File: src/rtl/idct8_pkg.sv
package idct8_pkg;

    localparam int COEF_W = 14;
    localparam int FRAC   = 13;
    localparam int HALF   = 4;
    localparam int NPT    = 2 * HALF;

    localparam int K_A = 5793;
    localparam int K_B = 7568;
    localparam int K_C = 3135;
    localparam int K_D = 8035;
    localparam int K_E = 6811;
    localparam int K_F = 4551;
    localparam int K_G = 1598;

    // Even (odd_sel=0) or odd (odd_sel=1) half-matrix entry, row r, column k.
    function automatic logic signed [COEF_W-1:0] coef(input logic odd_sel, input int r, input int k);
        int v;
        v = 0;
        if (!odd_sel) begin
            case (r * 4 + k)
                0:  v =  K_A;  1:  v =  K_B;  2:  v =  K_A;  3:  v =  K_C;
                4:  v =  K_A;  5:  v =  K_C;  6:  v = -K_A;  7:  v = -K_B;
                8:  v =  K_A;  9:  v = -K_C;  10: v = -K_A;  11: v =  K_B;
                12: v =  K_A;  13: v = -K_B;  14: v =  K_A;  15: v = -K_C;
                default: v = 0;
            endcase
        end else begin
            case (r * 4 + k)
                0:  v =  K_D;  1:  v =  K_E;  2:  v =  K_F;  3:  v =  K_G;
                4:  v =  K_E;  5:  v = -K_G;  6:  v = -K_D;  7:  v = -K_F;
                8:  v =  K_F;  9:  v = -K_D;  10: v =  K_G;  11: v =  K_E;
                12: v =  K_G;  13: v = -K_F;  14: v =  K_E;  15: v = -K_D;
                default: v = 0;
            endcase
        end
        return COEF_W'(v);
    endfunction

endpackage

File: src/rtl/idct8_ctrl.sv
module idct8_ctrl #(
    parameter int IN_W   = 12,
    parameter int HALF   = 4,
    parameter int DRAIN  = 4,
    parameter int BIT_W  = $clog2(IN_W),
    parameter int WORD_W = $clog2(HALF)
) (
    input  logic              clk,
    input  logic              rst_n,
    input  logic              start_i,
    output logic              feed_o,
    output logic              clr_o,
    output logic              load_o,
    output logic [BIT_W-1:0]  bidx_o,
    output logic [WORD_W-1:0] word_o
);
    localparam int FEED  = IN_W * HALF;
    localparam int LAT   = FEED + DRAIN;
    localparam int CNT_W = $clog2(LAT + 1);
    localparam logic [CNT_W-1:0] CNT_FEED = CNT_W'(FEED);
    localparam logic [CNT_W-1:0] CNT_LAST = CNT_W'(LAT - 1);
    localparam logic [BIT_W-1:0] BIT_LAST = BIT_W'(IN_W - 1);

    typedef struct packed {
        logic              busy;
        logic [CNT_W-1:0]  cnt;
        logic [BIT_W-1:0]  bidx;
        logic [WORD_W-1:0] word;
    } ctrl_t;

    ctrl_t st_d, st_q;
    logic  accept;
    logic  feed;
    logic  load;
    logic [BIT_W-1:0]  cur_b;
    logic [WORD_W-1:0] cur_w;

    always_comb begin
        accept = start_i && !st_q.busy;
        cur_b  = accept ? '0 : st_q.bidx;
        cur_w  = accept ? '0 : st_q.word;
        feed   = accept || (st_q.busy && (st_q.cnt < CNT_FEED));
        load   = st_q.busy && (st_q.cnt == CNT_LAST);

        st_d = st_q;
        if (accept) begin
            st_d.busy = 1'b1;
            st_d.cnt  = CNT_W'(1);
        end else if (st_q.busy) begin
            st_d.cnt = st_q.cnt + CNT_W'(1);
            if (load) begin
                st_d.busy = 1'b0;
                st_d.cnt  = '0;
            end
        end
        if (feed) begin
            if (cur_b == BIT_LAST) begin
                st_d.bidx = '0;
                st_d.word = cur_w + WORD_W'(1);
            end else begin
                st_d.bidx = cur_b + BIT_W'(1);
                st_d.word = cur_w;
            end
        end
    end

    always_ff @(posedge clk) begin
        if (!rst_n) st_q <= '0;
        else        st_q <= st_d;
    end

    assign feed_o = feed;
    assign clr_o  = accept;
    assign load_o = load;
    assign bidx_o = cur_b;
    assign word_o = cur_w;

endmodule

File: src/rtl/idct8_mac.sv
module idct8_mac #(
    parameter int IN_W   = 12,
    parameter int ODD    = 0,
    parameter int ROW    = 0,
    parameter int BIT_W  = $clog2(IN_W),
    parameter int WORD_W = 2,
    parameter int ACC_W  = idct8_pkg::COEF_W + IN_W + 4
) (
    input  logic                    clk,
    input  logic                    rst_n,
    input  logic                    clr_i,
    input  logic                    en_i,
    input  logic                    bit_i,
    input  logic [BIT_W-1:0]        bidx_i,
    input  logic [WORD_W-1:0]       word_i,
    output logic signed [ACC_W-1:0] sum_o
);
    localparam int PART_W = idct8_pkg::COEF_W + IN_W + 2;
    localparam logic [BIT_W-1:0] BIT_LAST = BIT_W'(IN_W - 1);

    typedef struct packed {
        logic signed [PART_W-1:0] part;
        logic signed [ACC_W-1:0]  sum;
    } mac_t;

    mac_t st_d, st_q;
    logic signed [idct8_pkg::COEF_W-1:0] kval;
    logic signed [PART_W-1:0] term;
    logic signed [PART_W-1:0] base;
    logic signed [PART_W-1:0] nxt;

    always_comb begin
        kval = idct8_pkg::coef(ODD != 0, ROW, int'(word_i));
        // bit weight 2^IN_W before the halvings that follow
        term = bit_i ? (PART_W'(kval) <<< IN_W) : '0;
        if (bidx_i == BIT_LAST) term = -term;
        base = (bidx_i == '0) ? '0 : st_q.part;
        nxt  = (base + term) >>> 1;

        st_d = st_q;
        if (clr_i) st_d.sum = '0;
        if (en_i) begin
            st_d.part = nxt;
            if (bidx_i == BIT_LAST) st_d.sum = st_d.sum + ACC_W'(nxt);
        end
    end

    always_ff @(posedge clk) begin
        if (!rst_n) st_q <= '0;
        else        st_q <= st_d;
    end

    assign sum_o = st_q.sum;

endmodule

File: src/rtl/idct8_bfly.sv
module idct8_bfly #(
    parameter int HALF  = 4,
    parameter int ACC_W = 30,
    parameter int OUT_W = 16,
    parameter int FRAC  = 13
) (
    input  logic [HALF*ACC_W-1:0]    w_i,
    input  logic [HALF*ACC_W-1:0]    m_i,
    output logic [2*HALF*OUT_W-1:0]  y_o
);
    localparam int SUM_W = ACC_W + 1;
    localparam logic signed [SUM_W-1:0] RND = SUM_W'(1) <<< FRAC;

    for (genvar g = 0; g < HALF; g++) begin : g_pair
        logic signed [SUM_W-1:0] wv;
        logic signed [SUM_W-1:0] mv;
        assign wv = SUM_W'($signed(w_i[g*ACC_W +: ACC_W]));
        assign mv = SUM_W'($signed(m_i[g*ACC_W +: ACC_W]));
        assign y_o[g*OUT_W +: OUT_W] = OUT_W'((wv + mv + RND) >>> (FRAC + 1));
        assign y_o[(2*HALF-1-g)*OUT_W +: OUT_W] = OUT_W'((wv - mv + RND) >>> (FRAC + 1));
    end

endmodule

File: src/rtl/idct8_serial_da.sv
module idct8_serial_da #(
    parameter int IN_W  = 12,
    parameter int OUT_W = 16,
    parameter int DRAIN = 4
) (
    input  logic                                 clk,
    input  logic                                 rst_n,
    input  logic                                 start_i,
    input  logic                                 bit_even_i,
    input  logic                                 bit_odd_i,
    output logic [idct8_pkg::NPT*OUT_W-1:0]      y_o,
    output logic                                 valid_o
);
    localparam int HALF   = idct8_pkg::HALF;
    localparam int NPT    = idct8_pkg::NPT;
    localparam int BIT_W  = $clog2(IN_W);
    localparam int WORD_W = $clog2(HALF);
    localparam int ACC_W  = idct8_pkg::COEF_W + IN_W + 4;

    typedef struct packed {
        logic [NPT*OUT_W-1:0] y;
        logic                 valid;
    } out_t;

    logic              feed;
    logic              clr;
    logic              load;
    logic [BIT_W-1:0]  bidx;
    logic [WORD_W-1:0] word;
    logic [HALF*ACC_W-1:0] w_bus;
    logic [HALF*ACC_W-1:0] m_bus;
    logic [NPT*OUT_W-1:0]  y_comb;
    out_t st_d, st_q;

    idct8_ctrl #(
        .IN_W(IN_W), .HALF(HALF), .DRAIN(DRAIN), .BIT_W(BIT_W), .WORD_W(WORD_W)
    ) u_ctrl (
        .clk(clk), .rst_n(rst_n), .start_i(start_i),
        .feed_o(feed), .clr_o(clr), .load_o(load),
        .bidx_o(bidx), .word_o(word)
    );

    for (genvar g = 0; g < HALF; g++) begin : g_lane
        logic signed [ACC_W-1:0] w_sum;
        logic signed [ACC_W-1:0] m_sum;

        idct8_mac #(
            .IN_W(IN_W), .ODD(0), .ROW(g), .BIT_W(BIT_W), .WORD_W(WORD_W), .ACC_W(ACC_W)
        ) u_even (
            .clk(clk), .rst_n(rst_n), .clr_i(clr), .en_i(feed), .bit_i(bit_even_i),
            .bidx_i(bidx), .word_i(word), .sum_o(w_sum)
        );

        idct8_mac #(
            .IN_W(IN_W), .ODD(1), .ROW(g), .BIT_W(BIT_W), .WORD_W(WORD_W), .ACC_W(ACC_W)
        ) u_odd (
            .clk(clk), .rst_n(rst_n), .clr_i(clr), .en_i(feed), .bit_i(bit_odd_i),
            .bidx_i(bidx), .word_i(word), .sum_o(m_sum)
        );

        assign w_bus[g*ACC_W +: ACC_W] = w_sum;
        assign m_bus[g*ACC_W +: ACC_W] = m_sum;
    end

    idct8_bfly #(
        .HALF(HALF), .ACC_W(ACC_W), .OUT_W(OUT_W), .FRAC(idct8_pkg::FRAC)
    ) u_bfly (
        .w_i(w_bus), .m_i(m_bus), .y_o(y_comb)
    );

    always_comb begin
        st_d       = st_q;
        st_d.valid = load;
        if (load) st_d.y = y_comb;
    end

    always_ff @(posedge clk) begin
        if (!rst_n) st_q <= '0;
        else        st_q <= st_d;
    end

    assign y_o     = st_q.y;
    assign valid_o = st_q.valid;

endmodule

File: config.mk
export PLATFORM = sky130hd
export DESIGN_NAME = idct8_serial_da
export DESIGN_NICKNAME = d
export VERILOG_FILES = /design/src/rtl/idct8_pkg.sv /design/src/rtl/idct8_ctrl.sv /design/src/rtl/idct8_mac.sv /design/src/rtl/idct8_bfly.sv /design/src/rtl/idct8_serial_da.sv
export SDC_FILE = /design/constraint.sdc
export NUM_CORES = 2
export LEC_CHECK = 0
export ABC_AREA = 1
export BUFFER_PORTS_ARGS = -buffer_cell sky130_fd_sc_hd__buf_2
export CAP_MARGIN = 5
export CORE_ASPECT_RATIO = 0.8
export CORE_MARGIN = 2
export CORE_UTILIZATION = 45
export CTS_BUF_LIST = sky130_fd_sc_hd__clkbuf_2
export DETAILED_ROUTE_END_ITERATION = 8
export PLACE_DENSITY = 0.58
export SLEW_MARGIN = 20
export SYNTH_ARGS = -nofsm -noshare
export SYNTH_HDL_FRONTEND = slang
export SYNTH_SLANG_ARGS = --single-unit
File: constraint.sdc
create_clock -name clk -period 7 [get_ports clk]
set_clock_uncertainty 0.05 [all_clocks]
set_input_delay 0.35 -clock clk [delete_from_list [all_inputs] [get_ports clk]]
set_output_delay 0.35 -clock clk [all_outputs]
set_load 0.01 [all_outputs]
**Yosys cells after proc, flatten, opt, wreduce, memory -nomap -nowiden**

Memory sizes are Yosys's and may differ from the RTL's.
Cells that the tools add are included.

- Bits in registers: 598
- ROM bits: 4,096
- Input bits: 5
- Logic and storage cells: 152
- Memories: 8

- Add/subtract/negate cells: 46
- $lt $le $gt $ge: 1
- Equal/unequal tests: 2
- Multiplexer cells: 60
- Bitwise gates (word level): 1
- Reductions and logical operators: 11

Memories:

| memory | depth | bits a word | read ports | clocked after memory_dff | write ports | RTL line | source |
|---|---|---|---|---|---|---|---|
| (no name shown) | 16 | 32 | 1 | 0 | 0 | idct8_pkg.sv:21 | `case (r * 4 + k)` |
| (no name shown) | 16 | 32 | 1 | 0 | 0 | idct8_pkg.sv:29 | `case (r * 4 + k)` |
| (no name shown) | 16 | 32 | 1 | 0 | 0 | idct8_pkg.sv:21 |  |
| (no name shown) | 16 | 32 | 1 | 0 | 0 | idct8_pkg.sv:29 |  |
| (no name shown) | 16 | 32 | 1 | 0 | 0 | idct8_pkg.sv:21 |  |
| (no name shown) | 16 | 32 | 1 | 0 | 0 | idct8_pkg.sv:29 |  |
| 2 more memories | -- | -- | -- | -- | -- | -- |  |

Operator list:

| cell | number |
|---|---|
| $mux W30 | 24 |
| $mux W28 | 24 |
| $add A30 B15 Y30 const B | 8 |
| $add A30 B27 Y30 | 8 |
| $add A28 B28 Y28 | 8 |
| $neg A28 Y28 | 8 |
| $add A30 B30 Y30 | 4 |
| $sub A30 B30 Y30 | 4 |
| $mux W14 | 6 |
| $logic_not A28 Y1 | 2 |
| $logic_not A28 Y1 const A | 1 |
| $mux W7 | 3 |
| $add A4 B2 Y5 const A | 2 |
| $add A6 B1 Y6 const B | 1 |
| $eq A6 B6 Y1 const B | 1 |
| $lt A6 B6 Y1 const B | 1 |
| $mux W6 | 1 |
| $add A3 B2 Y4 const A | 1 |
| $add A4 B1 Y4 const B | 1 |
| $eq A4 B4 Y1 const B | 1 |
| $logic_not A4 Y1 | 1 |
| $mux W4 | 1 |
| $logic_and A1 B1 Y1 | 3 |
| $add A2 B1 Y2 const B | 1 |
| 6 further kinds | 6 |

**Longest topological paths before layout**

- Depth after elaboration: 13
- Gate-level depth with buffers: 43

**By module**

From an unflattened synthesis, not the netlist that was laid out.

- Cell total of the unflattened synthesis: 11,150
- Area, all modules: 67,015.5 µm²

By module, submodules not included:

| module | times used | cells an instance | area an instance (µm²) | seq. area each (µm²) |
|---|---|---|---|---|
| idct8_bfly | 1 | 3,571 | 18,760.5 | 0.0 |
| idct8_mac (g_lane[1].u_odd) | 1 | 862 | 5,524.0 | 1,121.1 |
| idct8_mac (g_lane[2].u_odd) | 1 | 854 | 5,393.9 | 1,121.1 |
| idct8_serial_da | 1 | 814 | 5,363.9 | 2,582.5 |
| idct8_mac (g_lane[2].u_even) | 1 | 845 | 5,331.4 | 1,121.1 |
| idct8_mac (g_lane[1].u_even) | 1 | 840 | 5,312.6 | 1,121.1 |
| idct8_mac (g_lane[0].u_odd) | 1 | 823 | 5,203.7 | 1,121.1 |
| idct8_mac (g_lane[3].u_odd) | 1 | 819 | 5,186.2 | 1,121.1 |
| idct8_mac (g_lane[3].u_even) | 1 | 822 | 5,156.2 | 1,121.1 |
| idct8_mac (g_lane[0].u_even) | 1 | 808 | 5,108.6 | 1,121.1 |
| idct8_ctrl | 1 | 92 | 674.4 | 260.2 |

**Least setup slack after synthesis**

No wires, ideal clock.

- Path type: register to register
- From: reg u_ctrl.st_q[12] (netlist name)
- To: reg g_lane[2].u_even.st_q (netlist bit g_lane[2].u_even.sum_o[26])
- Data arrival time: 5.637 ns
- Path slack: 1.181 ns
- Cell stages (with the launch flop): 31
- Path buffers: 7
- Period minus slack after synthesis: 5.819 ns
- Path through: dfxtp_1 > buf_6 > nor2_2 > clkbuf_1 > clkbuf_1 > clkbuf_1 > nor2_1 > ha_1 > nand3_4 > buf_6 > clkbuf_1 > clkbuf_1 > a21oi_1 > ha_1 > a21o_1 > a31oi_1 > inv_1 > a21o_1 > a21oi_1 > inv_1 > a21oi_1 > xnor2_1 > ha_1 > a21oi_1 > o21ai_0 > a221oi_1 > and3_1 > inv_1 > or2_0 > nand3_1 > a21oi_1

- Cells in the longest elaborated chain, start to end: 13
- Elaborated cells between the ends (all ways): 21

RTL lines:

| item | RTL line | source |
|---|---|---|
| from (decl) | idct8_ctrl.sv:31 | `ctrl_t st_d, st_q;` |
| from (signal assigned) | idct8_ctrl.sv:69 | `else st_q <= st_d;` |
| $logic_not A1 Y1 * | idct8_ctrl.sv:39 | `accept = start_i && !st_q.busy;` |
| $logic_and A1 B1 Y1 * | idct8_ctrl.sv:39 |  |
| $mux W2 | idct8_ctrl.sv:41 | `cur_w = accept ? '0 : st_q.word;` |
| $add A4 B2 Y5 | -- |  |
| $mem_v2 Z16 W32 or $logic_not A28 Y1 (tied branches) | -- |  |
| $mux W14 | idct8_pkg.sv:21 |  |
| $mux W28 | idct8_mac.sv:35 | `term = bit_i ? (PART_W'(kval) <<< IN_W) : '0;` |
| $neg A28 Y28 | idct8_mac.sv:36 | `if (bidx_i == BIT_LAST) term = -term;` |
| $mux W28 | idct8_mac.sv:36 |  |
| $add A28 B28 Y28 * | idct8_mac.sv:38 | `nxt = (base + term) >>> 1;` |
| net g_lane[2].u_even.nxt[21] | idct8_mac.sv:30 | `logic signed [PART_W-1:0] nxt;` |
| $add A30 B27 Y30 * | idct8_mac.sv:44 | `if (bidx_i == BIT_LAST) st_d.sum = st_d.sum + ACC_W'(nxt);` |
| $mux W30 * | idct8_mac.sv:44 |  |
| $mux W30 * | idct8_mac.sv:42 | `if (en_i) begin` |
| to (signal assigned) | idct8_mac.sv:50 | `else st_q <= st_d;` |
| to (decl) | idct8_mac.sv:26 | `mac_t st_d, st_q;` |

The timed path passes the listed nets; every way through them passes the cells marked *.
A chain may end at the register's enable or synchronous reset.

**Worst setup path after layout**

- From: reg u_ctrl.st_q[12] (netlist name)
- To: reg g_lane[1].u_odd.st_q (netlist bit g_lane[1].u_odd.sum_o[29])

- Cells in the longest elaborated chain, start to end: 13
- Elaborated cells between the ends (all ways): 20

RTL lines:

| item | RTL line |
|---|---|
| $logic_not A1 Y1 * | idct8_ctrl.sv:39 |
| $logic_and A1 B1 Y1 * | idct8_ctrl.sv:39 |
| $mux W2 | idct8_ctrl.sv:41 |
| $add A3 B2 Y4 | -- |
| $mem_v2 Z16 W32 | -- |
| $mux W14 | idct8_pkg.sv:29 |
| $mux W28 | idct8_mac.sv:35 |
| $neg A28 Y28 | idct8_mac.sv:36 |
| $mux W28 | idct8_mac.sv:36 |
| $add A28 B28 Y28 * | idct8_mac.sv:38 |
| net g_lane[1].u_odd.nxt[23] | idct8_mac.sv:30 |
| $add A30 B27 Y30 * | idct8_mac.sv:44 |
| $mux W30 * | idct8_mac.sv:44 |
| $mux W30 * | idct8_mac.sv:42 |
| to (signal assigned) | idct8_mac.sv:50 |
| to (decl) | idct8_mac.sv:26 |

Marked as above.

==> flow_metrics.tcl <==
set metrics [dict create \
    worst_setup_path_start_kind "register" \
    tightest_slew_ns 1.23 \
    synth_area_sq_um 57300 \
    cpMostUsedCell "nand2_1" \
    final_max_slew_viol_count 0 \
    place.gp.congestion 0.964 \
    postRouteAntennaNets 0 \
    post-synth-top-area-cell "dfxtp_1" \
    status "complete, no violations" \
    fin_setup_tns_ns 0 \
    syn_inst 8906 \
    drt_iter0_drc 4759 \
    peakVddDrop_uv 170 \
    worstHoldPathType "input port to register" \
    p_per_area_nw_per_um2 123 \
    synth-edff-count 0 \
    final_area_sq_um 61200 \
    vias_per_cell 5.40 \
    setup_violations 0 \
    synth_ff_type "dfxtp_1" \
    wl_met1_mm 102 \
    yosys_warnings 0 \
    grt-ovfl-total 0 \
    io_buffers 133 \
    antenna_found_initial 7 \
    post_drt_wl_per_cell_um 18.2 \
    core_area_sq_um 127000 \
    drc 0 \
    finalHoldViolCount 0 \
    grtUsageTotal_pct 29.4 \
    timing.final.crit_period_ns 6.54 \
    cpMaxStageDelayCell "dlygate4sd3_1" \
    worst-path-max-fanout 19 \
    post-dp-hpwl_mm 154 \
    syn_area_per_cell_sq_um 6.44 \
    nets 9835 \
    vias 58500 \
    clk_path_buf_depth 3 \
    met3_length_mm 15.8 \
    grt_start_max_net_pins 148 \
    crit_arrival_ns 8.08 \
    clk_latency_ns 1.74 \
    async_flop_share_pct 0 \
    numCtsBuffers 171 \
    syn2layout_area_growth_pct 6.77 \
    synth-seq-area-share_pct 20.6 \
    cpLargestDelayFamily "simple AND/OR/NAND/NOR gates" \
    grt_pass1_wl_mm 303 \
    worstPathRequired_ns 8.54 \
    cts_tree "yes" \
    syn_nets 9734 \
    fp.dieH_um 323 \
    fill_cells 13600 \
    critPathMaxStageDelay_ns 0.55 \
    grt_pass1_vias 53200 \
    cts-root-buf "clkbuf_2" \
    io_pins 134 \
    fmax_mhz 153 \
    utilization_pct 48.3 \
    route.met2.wl_mm 76.8 \
    crit_buf_inv 5 \
    dieArea_sq_um 130000 \
    cts_setup_buffers 0 \
    cts_num_sinks 590 \
    cts.reportedPaths.clkPinSlew_ns 0.11 \
    htreeDepth 4 \
    highest_layer "met5" \
    synth_top_area_share_pct 20.6 \
    rows 117 \
    end_kind "register" \
    drv_cap 0 \
    hold_ws_ns 0.319 \
    drt-pass1-iter-count 8 \
    place_area_sq_um 59400 \
    maxSlewHeadroom_pct 17.8 \
    critPathKind "register to register" \
    leakagePower_nw 33.4 \
    routed_wl_mm 197 \
    min_period_over_period_pct 93.5 \
    ys_seq_elements 590 \
    drive_gt1_share_pct 6.78 \
    synth.distinct_cells 61 \
    initial_utilization_pct 45.2 \
    die_w_um 403 \
    synth_area_leaders "dfxtp_1 21%, ha_1 18%, nand2_1 11%" \
]
-- final timing paths --
check                       startpoint                   endpoint  slack [ns]  cells past startpoint
max                    u_ctrl.st_q[12]  g_lane[1].u_odd.sum_o[29]        0.46                     35
min                          bit_odd_i   g_lane[3].u_odd.st_q[42]        0.32                      7
max reg2reg            u_ctrl.st_q[12]  g_lane[1].u_odd.sum_o[29]        0.46                     35
min reg2reg  g_lane[0].u_even.st_q[40]  g_lane[0].u_even.st_q[39]        0.39                      2
-- placed cells by master, fill, tap and decap left out, types with 30 or more instances in the layout --
| cell type | Yosys | routed |
|---|---|---|
| dfxtp_1 | 590 | 589 |
| nand3_1 | 380 | 380 |
| nand2_1 | 1668 | 1666 |
| o211ai_1 | 194 | 194 |
| or2_2 | 93 | 93 |
| nor4_1 | 37 | 37 |
| xnor2_1 | 92 | 92 |
| a21oi_1 | 1022 | 1022 |
| nor2_1 | 954 | 950 |
| a21o_1 | 93 | 93 |
| nand4_1 | 66 | 66 |
| buf_4 | 5 | 30 |
| ha_1 | 807 | 806 |
| o21bai_1 | 40 | 40 |
| a31oi_1 | 61 | 61 |
| xor2_1 | 181 | 180 |
| inv_1 | 1394 | 1391 |
| nor3_1 | 75 | 75 |
| o21ai_0 | 636 | 635 |
| buf_2 | 36 | 132 |
| clkbuf_2 | 0 | 242 |
| clkinv_1 | 2 | 46 |
-- repair_timing --
action	in CTS	in global routing
setup endpoints to repair	0	3
endpoints found under the hold margin	582	0
hold buffers	13	0
resized for setup	0	8
-- final cells by class --
class	count	area, sq um	area share (%)
diodes	13	32.5	0.0532
flip-flops and latches	590	11800	19.3
clock buffers	242	1210	1.98
inverters	1408	5310	8.67
repair buffers	182	1170	1.91
well taps	1666	2080	3.41
clock inverters	66	340	0.556
multi-input cells	6654	39200	64.1
-- state kept, by name (all words and copies together) (netlist names) --
signal / flops
g_lane.u_even.st_q: 104
g_lane.u_even.sum_o: 120
g_lane.u_odd.st_q: 104
g_lane.u_odd.sum_o: 120
u_ctrl.st_q: 13
valid_o: 1
y_o: 128
-- report_power, final --
part           internal (mW)  switching (mW)
clock                   1.00            1.77
sequential              3.46          0.0392
combinational          0.360           0.865
total                   4.82            2.68
-- routing by layer --
metal | global-route usage (%) | up-vias
li1 | - | 29800
met2 | 41.8 | 1653
met5 | 0 | -
met3 | 7.17 | 211
met4 | 6.28 | 4
met1 | 44.2 | 26800
-- worst register-to-register path, delay by kind of cell, from the launching register on --
kind	cells	cell delay (ns)
XOR/XNOR	1	0.14
AO/OA/AOI/OAI	6	0.98
adder cells (fa/ha/maj)	3	1.05
AND/OR/NAND/NOR	20	2.20
buffers and inverters	5	1.59
flip-flops	1	0.47
-- per-stage QoR --
step | worst slack (ns) | cells | power [mW]
floorplan | 1.18 | 8906 | 4.45
global placement | 0.752 | 10500 | 4.77
detailed placement | 0.624 | 10500 | 4.78
CTS | 0.327 | 10800 | 7.61
global route | -0.000945 | 10800 | 7.95
finish | 0.457 | 10800 | 7.50
-- cell families after synthesis --
| group | after synthesis | share of synthesized area (%) |
|---|---|---|
| AND/OR/NAND/NOR | 3353 | 24.3 |
| AO/OA/AOI/OAI | 2203 | 21.6 |
| XOR/XNOR | 274 | 4.20 |
| flip-flops | 590 | 20.6 |
| buffers and inverters | 1663 | 11.0 |
| adder cells (fa/ha/maj) | 823 | 18.2 |
-- synthesized netlist by cell type, types with 66 or more instances --
master	number
nand4_1	66
nand2_1	1668
nor3_1	75
nand3_1	380
xnor2_1	92
or2_2	93
clkbuf_1	196
a21o_1	93
xor2_1	181
nor2_1	954
inv_1	1394
ha_1	807
o211ai_1	194
dfxtp_1	590
a21oi_1	1022
o21ai_0	636
(Power assumes the default switching activity.)
